===== src/rtl/scpad_pkg.sv =====
package scpad_pkg;

  localparam int TA_W = 16;

  typedef enum logic [2:0] {
    WS_IDLE,
    WS_ADDR_LO,
    WS_ADDR_HI,
    WS_DATA,
    WS_FULL
  } wr_state_e;

  typedef enum logic [2:0] {
    RS_IDLE,
    RS_ADDR_LO,
    RS_ADDR_HI,
    RS_STATUS,
    RS_DATA,
    RS_CRC_LO,
    RS_CRC_HI,
    RS_ONES
  } rd_phase_e;

  // reflected form of x^16+x^15+x^2+1
  localparam logic [15:0] CRC_POLY_REFL = 16'hA001;

  function automatic logic [15:0] crc16_step(input logic [15:0] c, input logic [7:0] d);
    logic [15:0] r;
    r = c;
    for (int i = 0; i < 8; i++) begin
      if (r[0] ^ d[i]) r = (r >> 1) ^ CRC_POLY_REFL;
      else             r = r >> 1;
    end
    return r;
  endfunction

endpackage


===== src/rtl/scpad_store.sv =====
module scpad_store #(
  parameter int DEPTH = 32,
  localparam int OFFW = $clog2(DEPTH)
) (
  input  logic            clk,
  input  logic            rst_ni,
  input  logic            we,
  input  logic [OFFW-1:0] waddr,
  input  logic [7:0]      wdata,
  input  logic [OFFW-1:0] raddr,
  output logic [7:0]      rdata
);

  logic [7:0] ent_q [DEPTH];

  for (genvar g = 0; g < DEPTH; g++) begin : g_ent
    logic ent_en;
    assign ent_en = we && (waddr == OFFW'(g));
    always_ff @(posedge clk or negedge rst_ni) begin
      if (!rst_ni)     ent_q[g] <= '0;
      else if (ent_en) ent_q[g] <= wdata;
    end
  end

  assign rdata = ent_q[raddr];

endmodule


===== src/rtl/scpad_merge.sv =====
module scpad_merge #(
  parameter int NBLK = 11,
  parameter int IDXW = 4
) (
  input  logic [IDXW-1:0] blk_idx,
  input  logic [NBLK-1:0] blk_wp,
  input  logic [NBLK-1:0] blk_eprom,
  input  logic [7:0]      new_byte,
  input  logic [7:0]      old_byte,
  output logic [7:0]      merged,
  output logic            sel_wp,
  output logic            sel_ep
);

  localparam int NIDX = 1 << IDXW;

  logic [NIDX-1:0] wp_ext, ep_ext;

  for (genvar g = 0; g < NIDX; g++) begin : g_pad
    if (g < NBLK) begin : g_real
      assign wp_ext[g] = blk_wp[g];
      assign ep_ext[g] = blk_eprom[g];
    end else begin : g_none
      assign wp_ext[g] = 1'b0;
      assign ep_ext[g] = 1'b0;
    end
  end

  assign sel_wp = wp_ext[blk_idx];
  assign sel_ep = ep_ext[blk_idx];

  always_comb begin
    if (sel_wp)      merged = old_byte;
    else if (sel_ep) merged = old_byte & new_byte;
    else             merged = new_byte;
  end

endmodule


===== src/rtl/scpad_rdseq.sv =====
module scpad_rdseq
  import scpad_pkg::*;
#(
  parameter int          OFFW   = 5,
  parameter logic [7:0]  RD_CMD = 8'hAA
) (
  input  logic            clk,
  input  logic            rst_ni,
  input  logic            start,
  input  logic            abort,
  input  logic            tx_next,
  input  logic [TA_W-1:0] ta,
  input  logic [7:0]      status,
  input  logic [7:0]      sp_rdata,
  output logic [OFFW-1:0] sp_raddr,
  output logic [7:0]      tx_byte
);

  rd_phase_e       phase_q, phase_d;
  logic [OFFW-1:0] roff_q, roff_d;
  logic [15:0]     crc_q, crc_d;

  always_comb begin
    case (phase_q)
      RS_ADDR_LO: tx_byte = ta[7:0];
      RS_ADDR_HI: tx_byte = ta[15:8];
      RS_STATUS:  tx_byte = status;
      RS_DATA:    tx_byte = sp_rdata;
      RS_CRC_LO:  tx_byte = ~crc_q[7:0];
      RS_CRC_HI:  tx_byte = ~crc_q[15:8];
      default:    tx_byte = 8'hFF;
    endcase
  end

  always_comb begin
    phase_d = phase_q;
    roff_d  = roff_q;
    crc_d   = crc_q;
    if (abort) begin
      phase_d = RS_IDLE;
    end else if (start) begin
      phase_d = RS_ADDR_LO;
      roff_d  = ta[OFFW-1:0];
      crc_d   = crc16_step(16'h0000, RD_CMD);
    end else if (tx_next) begin
      case (phase_q)
        RS_ADDR_LO: begin crc_d = crc16_step(crc_q, tx_byte); phase_d = RS_ADDR_HI; end
        RS_ADDR_HI: begin crc_d = crc16_step(crc_q, tx_byte); phase_d = RS_STATUS;  end
        RS_STATUS:  begin crc_d = crc16_step(crc_q, tx_byte); phase_d = RS_DATA;    end
        RS_DATA: begin
          crc_d = crc16_step(crc_q, tx_byte);
          if (roff_q == '1) phase_d = RS_CRC_LO;
          else              roff_d  = roff_q + 1'b1;
        end
        RS_CRC_LO: phase_d = RS_CRC_HI;
        RS_CRC_HI: phase_d = RS_ONES;
        default:   ;
      endcase
    end
  end

  always_ff @(posedge clk or negedge rst_ni) begin
    if (!rst_ni) begin
      phase_q <= RS_IDLE;
      roff_q  <= '0;
      crc_q   <= '0;
    end else begin
      phase_q <= phase_d;
      roff_q  <= roff_d;
      crc_q   <= crc_d;
    end
  end

  assign sp_raddr = roff_q;

endmodule


===== src/rtl/scpad_ctrl.sv =====
module scpad_ctrl
  import scpad_pkg::*;
#(
  parameter int         SP_BYTES  = 32,
  parameter int         NBLK      = 11,
  parameter int         MASK_BITS = 4,
  parameter int         BLK_SHIFT = 8,
  parameter logic [7:0] WR_CMD    = 8'h0F,
  parameter logic [7:0] RD_CMD    = 8'hAA
) (
  input  logic            clk,
  input  logic            rst_n,
  input  logic            cmd_valid,
  input  logic            rx_valid,
  input  logic [7:0]      rx_byte,
  input  logic            bus_rst,
  input  logic            rx_partial,
  input  logic            tx_next,
  input  logic            auth_set,
  input  logic [NBLK-1:0] blk_wp,
  input  logic [NBLK-1:0] blk_eprom,
  input  logic [7:0]      mem_rdata,
  output logic [15:0]     mem_addr,
  output logic [7:0]      tx_byte
);

  localparam int         OFFW    = $clog2(SP_BYTES);
  localparam int         KEEP_W  = TA_W - MASK_BITS;
  localparam int         IDXW    = KEEP_W - BLK_SHIFT;
  localparam logic [7:0] HI_MASK = 8'hFF >> MASK_BITS;

  // asynchronous assert, synchronous release
  logic [1:0] rst_sync_q;
  logic       rst_int_n;

  always_ff @(posedge clk or negedge rst_n) begin
    if (!rst_n) rst_sync_q <= '0;
    else        rst_sync_q <= {rst_sync_q[0], 1'b1};
  end
  assign rst_int_n = rst_sync_q[1];

  wr_state_e       wst_q, wst_d;
  logic [15:0]     ta_q, ta_d;
  logic [OFFW-1:0] woff_q, woff_d;
  logic [OFFW-1:0] eoff_q, eoff_d;
  logic            pf_q, pf_d;
  logic            aa_q, aa_d;
  logic            pend_q, pend_d;
  logic [7:0]      pbyte_q, pbyte_d;

  logic [7:0]      sp_wdata, sp_rdata, status;
  logic [OFFW-1:0] sp_raddr;
  logic            sel_wp, sel_ep;
  logic            rd_start, rd_abort;

  always_comb begin
    wst_d   = wst_q;
    ta_d    = ta_q;
    woff_d  = woff_q;
    eoff_d  = eoff_q;
    pf_d    = pf_q;
    aa_d    = aa_q;
    pend_d  = 1'b0;
    pbyte_d = pbyte_q;

    if (auth_set) aa_d = 1'b1;

    // merge cycle of a fully received data byte
    if (pend_q) begin
      eoff_d = woff_q;
      if (wst_q == WS_DATA) begin
        if (woff_q == OFFW'(SP_BYTES - 1)) wst_d  = WS_FULL;
        else                               woff_d = woff_q + 1'b1;
      end
    end

    if (bus_rst) begin
      wst_d = WS_IDLE;
      if (wst_q == WS_ADDR_LO || wst_q == WS_ADDR_HI) pf_d = 1'b1;
      if ((wst_q == WS_DATA || wst_q == WS_FULL) && rx_partial) pf_d = 1'b1;
    end else if (cmd_valid) begin
      if (rx_byte == WR_CMD) begin
        wst_d = WS_ADDR_LO;
        pf_d  = 1'b0;
        aa_d  = 1'b0;
      end else begin
        wst_d = WS_IDLE;
      end
    end else if (rx_valid) begin
      case (wst_q)
        WS_ADDR_LO: begin
          ta_d[7:0] = rx_byte;
          wst_d     = WS_ADDR_HI;
        end
        WS_ADDR_HI: begin
          ta_d[15:8] = rx_byte & HI_MASK;
          woff_d     = ta_q[OFFW-1:0];
          eoff_d     = ta_q[OFFW-1:0];
          wst_d      = WS_DATA;
        end
        WS_DATA: begin
          pend_d  = 1'b1;
          pbyte_d = rx_byte;
        end
        default: ;
      endcase
    end
  end

  always_ff @(posedge clk or negedge rst_int_n) begin
    if (!rst_int_n) begin
      wst_q   <= WS_IDLE;
      ta_q    <= '0;
      woff_q  <= '0;
      eoff_q  <= '0;
      pf_q    <= 1'b1;
      aa_q    <= 1'b0;
      pend_q  <= 1'b0;
      pbyte_q <= '0;
    end else begin
      wst_q   <= wst_d;
      ta_q    <= ta_d;
      woff_q  <= woff_d;
      eoff_q  <= eoff_d;
      pf_q    <= pf_d;
      aa_q    <= aa_d;
      pend_q  <= pend_d;
      pbyte_q <= pbyte_d;
    end
  end

  assign mem_addr = {ta_q[15:OFFW], woff_q};

  always_comb begin
    status            = '0;
    status[OFFW-1:0]  = eoff_q;
    status[5]         = pf_q;
    status[7]         = aa_q;
  end

  scpad_merge #(
    .NBLK (NBLK),
    .IDXW (IDXW)
  ) u_merge (
    .blk_idx   (ta_q[BLK_SHIFT +: IDXW]),
    .blk_wp    (blk_wp),
    .blk_eprom (blk_eprom),
    .new_byte  (pbyte_q),
    .old_byte  (mem_rdata),
    .merged    (sp_wdata),
    .sel_wp    (sel_wp),
    .sel_ep    (sel_ep)
  );

  scpad_store #(
    .DEPTH (SP_BYTES)
  ) u_store (
    .clk    (clk),
    .rst_ni (rst_int_n),
    .we     (pend_q),
    .waddr  (woff_q),
    .wdata  (sp_wdata),
    .raddr  (sp_raddr),
    .rdata  (sp_rdata)
  );

  assign rd_start = cmd_valid && !bus_rst && (rx_byte == RD_CMD);
  assign rd_abort = bus_rst || (cmd_valid && (rx_byte != RD_CMD));

  scpad_rdseq #(
    .OFFW   (OFFW),
    .RD_CMD (RD_CMD)
  ) u_rdseq (
    .clk      (clk),
    .rst_ni   (rst_int_n),
    .start    (rd_start),
    .abort    (rd_abort),
    .tx_next  (tx_next),
    .ta       (ta_q),
    .status   (status),
    .sp_rdata (sp_rdata),
    .sp_raddr (sp_raddr),
    .tx_byte  (tx_byte)
  );

endmodule


===== config.mk =====
export PLATFORM = sky130hd
export DESIGN_NAME = scpad_ctrl
export DESIGN_NICKNAME = d
export VERILOG_FILES = /design/src/rtl/scpad_pkg.sv /design/src/rtl/scpad_store.sv /design/src/rtl/scpad_merge.sv /design/src/rtl/scpad_rdseq.sv /design/src/rtl/scpad_ctrl.sv
export SDC_FILE = /design/constraint.sdc
export NUM_CORES = 1
export LEC_CHECK = 0
export BUFFER_PORTS_ARGS = -buffer_cell sky130_fd_sc_hd__buf_2
export CAP_MARGIN = 20
export CORE_UTILIZATION = 55
export DETAILED_ROUTE_END_ITERATION = 8
export PLACE_DENSITY = 0.75
export SLEW_MARGIN = 20
export SYNTH_ARGS = -nofsm -noshare
export SYNTH_HDL_FRONTEND = slang
export SYNTH_SLANG_ARGS = --single-unit
export TNS_END_PERCENT = 20

===== constraint.sdc =====
create_clock -name clk -period 8.6 [get_ports clk]
set_input_delay 1.29 -clock clk [delete_from_list [all_inputs] [get_ports clk]]
set_output_delay 1.29 -clock clk [all_outputs]
set_load 0.01 [all_outputs]

==> metrics <==
met2 Use GR 0.456; fin util 0.619; WP data required 7.31 ns; TritonCTS clock tree done; maximum VDD drop 0.155 mV; largest cells by area after synthesis dfrtp_1 (52%), mux2_2 (9.6%), mux4_2 (9.1%), o21ai_0 (5.6%), nand2_1 (5.2%); post-synth top area share 0.520; R2R setup slack 4.12 ns; crit path time final 5.00 ns; Die Y 169 um; EDFF count, synth 0; IO Port Bufs 65; Max Freq 200 MHz; Clock Skews 0.0235 ns; CTS Buffer Depth 3; met1 Usage GRT 0.399; setup bufs post-CTS 0; ys async rst share 1.00; die area 0.0284 mm^2; cts hold-fix bufs 0; Mapped Cells 1303; most used routing layer in global routing met2; setup TNS 0 ns; Syn. warnings 0; HPWL after DPL 26100 um; DR iter-0 viols 1228; post-synthesis xor/xnor area fraction 0.0218; number of nets in the layout 1377; Fin. Hold Viols 0; final slew viol count 0; clock-pin slew on the worst setup and hold paths 0.06 ns; met3 global-route usage 0.0549; final wirelength 39500 um; Worst-Margin Slew 1.17 ns; # fillers 2092; post-route ant nets 0; core area 0.0271 mm^2; io pins 70; placed instance area 0.0157 mm^2; outcome completed; hold_sp rst_sync_q[0]; H-tree Lvls 2; post-DR vias/cell 6.23; grt ovf 0; Final setup violation count 0; RSZ-0062 raised after global routing no; Worst R2R Path Depth 10; Max-slew headroom 0.216; Std-Cell Rows 60; Net Sw Power 0.829 mW; Die W 169 um; Finished Cell Area 0.0168 mm^2; Setup crit start u_rdseq.sp_raddr[0]; syn avg cell area 11.7 um^2; Combinational Power Share 0.119; Leak Pwr 7.53 nW; initial antenna violation count 0; maxcap violations 0; Crit Reg-Reg Endpoint u_rdseq.crc_q[0]; DR pass1 iterations 5; Pwr Density 204 mW/mm^2; Clock Power Share 0.418; arrival time worst endpoint 3.71 ns; layout cell share with drive strength beyond 1 0.258; WL/cell 23.0 um; Yosys top cell by area dfrtp_1; sequential power share 0.462; Sw Share 0.243; Simple-Gate Fraction of Synth Area 0.0934; post_cts resized 0; Period Utilization, post-route 0.581; post-synthesis adder-cell area fraction 0.00492; worst r2r src u_rdseq.sp_raddr[0]; CTS Sinks 318; first-pass GRT wire length 62700 um; Area growth, synth to finish 9.85%; sequential fraction of the synthesis area 0.521; Total GRT Usage 0.290; mux cell area share after synthesis 0.208; Root Driver clkbuf_16; worst-path fanout max 47; CTS buffer count 34; Hold WC Path Type flip-flop to flip-flop; vias in the first global route 10901; Vias 10699; antenna diode count 0; CP endpoint tx_byte[1]; starting density of the core 0.563; DRC 0; #FFs+latches synth 318; Compound-Gate Fraction of Synth Area 0.114; Yosys cell types 71; crit path kind flip-flop to output port; Placer Congestion 0.895; largest family of logic cells by synthesized area multiplexers; crit end category output port; Synth Cell Area 0.0153 mm^2; Main synth FF type dfrtp_1; later-pin clock latency in the skew report 0.52 ns; CP Launch Type flip-flop; Commonest cells post-synth dfrtp_1 (317), nand2_1 (211), o21ai_0 (172); most common cell in the netlist dfrtp_1; Int Pwr 2.59 mW; pin count of the biggest net entering global routing 170
## cell type report
| class | instances | area [um^2] | share of cell area |
|---|---|---|---|
| inverters | 10 | 37.5 | 0.00224 |
| well taps | 372 | 465 | 0.0278 |
| flip-flops and latches | 318 | 7970 | 0.475 |
| repair buffers | 81 | 462 | 0.0275 |
| clock buffers | 50 | 971 | 0.0579 |
| multi-input cells | 880 | 6760 | 0.403 |
| clock inverters | 7 | 104 | 0.00619 |
## stage by stage
| stage | power, mW | setup slack (ns) | instances | hold slack [ns] |
|---|---|---|---|---|
| after CTS | 3.43 | 3.52 | 1718 | 0.352 |
| after floorplan | 1.92 | 3.40 | 1306 | 0.331 |
| after detailed placement | 2.01 | 4.06 | 1661 | 0.338 |
| after global routing | 3.54 | 3.32 | 1718 | 0.370 |
| after global placement | 2.00 | 4.04 | 1661 | 0.335 |
| final | 3.42 | 3.60 | 1718 | 0.350 |
## how the worst min path moves through the flow
| stage | cells past startpoint | slack [ns] | end |
|---|---|---|---|
| 6_report | 0 | 0.35 | rst_sync_q[1] |
| 3_3_place_gp | 0 | 0.34 | rst_sync_q[1] |
| 5_1_grt | 0 | 0.37 | rst_sync_q[1] |
| 2_1_floorplan | 0 | 0.33 | rst_sync_q[1] |
| 4_1_cts | 0 | 0.35 | rst_sync_q[1] |
| 3_5_place_dp | 0 | 0.34 | rst_sync_q[1] |
## sequential cells by signal, indices dropped and copies added (netlist names)
name and count:
pf_q 1, woff_q 5, u_rdseq.crc_q 16, u_rdseq.phase_q 3
pbyte_q 8, wst_q 3, pend_q 1, rst_sync_q 2
eoff_q 5, ta_q 12, u_store.ent_q 256, u_rdseq.sp_raddr 5
aa_q 1
## per-layer routing
| layer | vias to the layer above | share of wire |
|---|---|---|
| li1 | 4698 | - |
| met1 | 5398 | 0.42 |
| met2 | 504 | 0.46 |
| met3 | 99 | 0.077 |
| met4 | 0 | 0.039 |
| met5 | - | 0 |
## power by group through the flow
stage | clock network [mW] | registers, mW | logic (mW)
floorplan | 0 | 1.60 | 0.323
global placement | 0 | 1.61 | 0.396
detailed placement | 0 | 1.61 | 0.404
CTS | 1.45 | 1.58 | 0.408
global route | 1.51 | 1.58 | 0.445
finish | 1.43 | 1.58 | 0.408
## placed cells by master (no fill, tap or decap), types with 6 or more instances in the layout
cell	count
xor2_1	8
a21oi_1	29
nand2b_1	7
o211ai_1	8
a22oi_1	7
clkbuf_8	6
o21ai_0	172
buf_4	14
o22a_1	10
xnor2_1	9
nand2_1	211
inv_1	10
nor2_1	51
clkbuf_1	10
clkbuf_16	34
mux2_2	130
nor2b_1	14
nor3_1	8
dfrtp_1	314
o22ai_1	14
ha_1	6
nand3_1	19
buf_2	65
mux4_2	62
mux2i_1	27
nand3b_1	6
## kinds of logic (layout without fill, tap and decap cells)
logic type | Yosys count | count (layout)
and+or+nand+nor | 335 | 335
DFF | 318 | 318
AOI/OAI and AO/OA | 286 | 286
muxes | 222 | 222
buffers and inverters | 108 | 148
xor gates and xnor gates | 26 | 26
adders and majority gates | 6 | 6
other | 2 | 5
## critical path, stage by stage (launching register included)
cell and delay, ns:
dfrtp_4 1.00, buf_4 0.61, mux4_2 0.58, mux2i_1 0.27, nor2_1 0.10, a2111oi_2 0.25
o31ai_2 0.15, buf_2 0.19
Power figures use the tool's default switching activity.
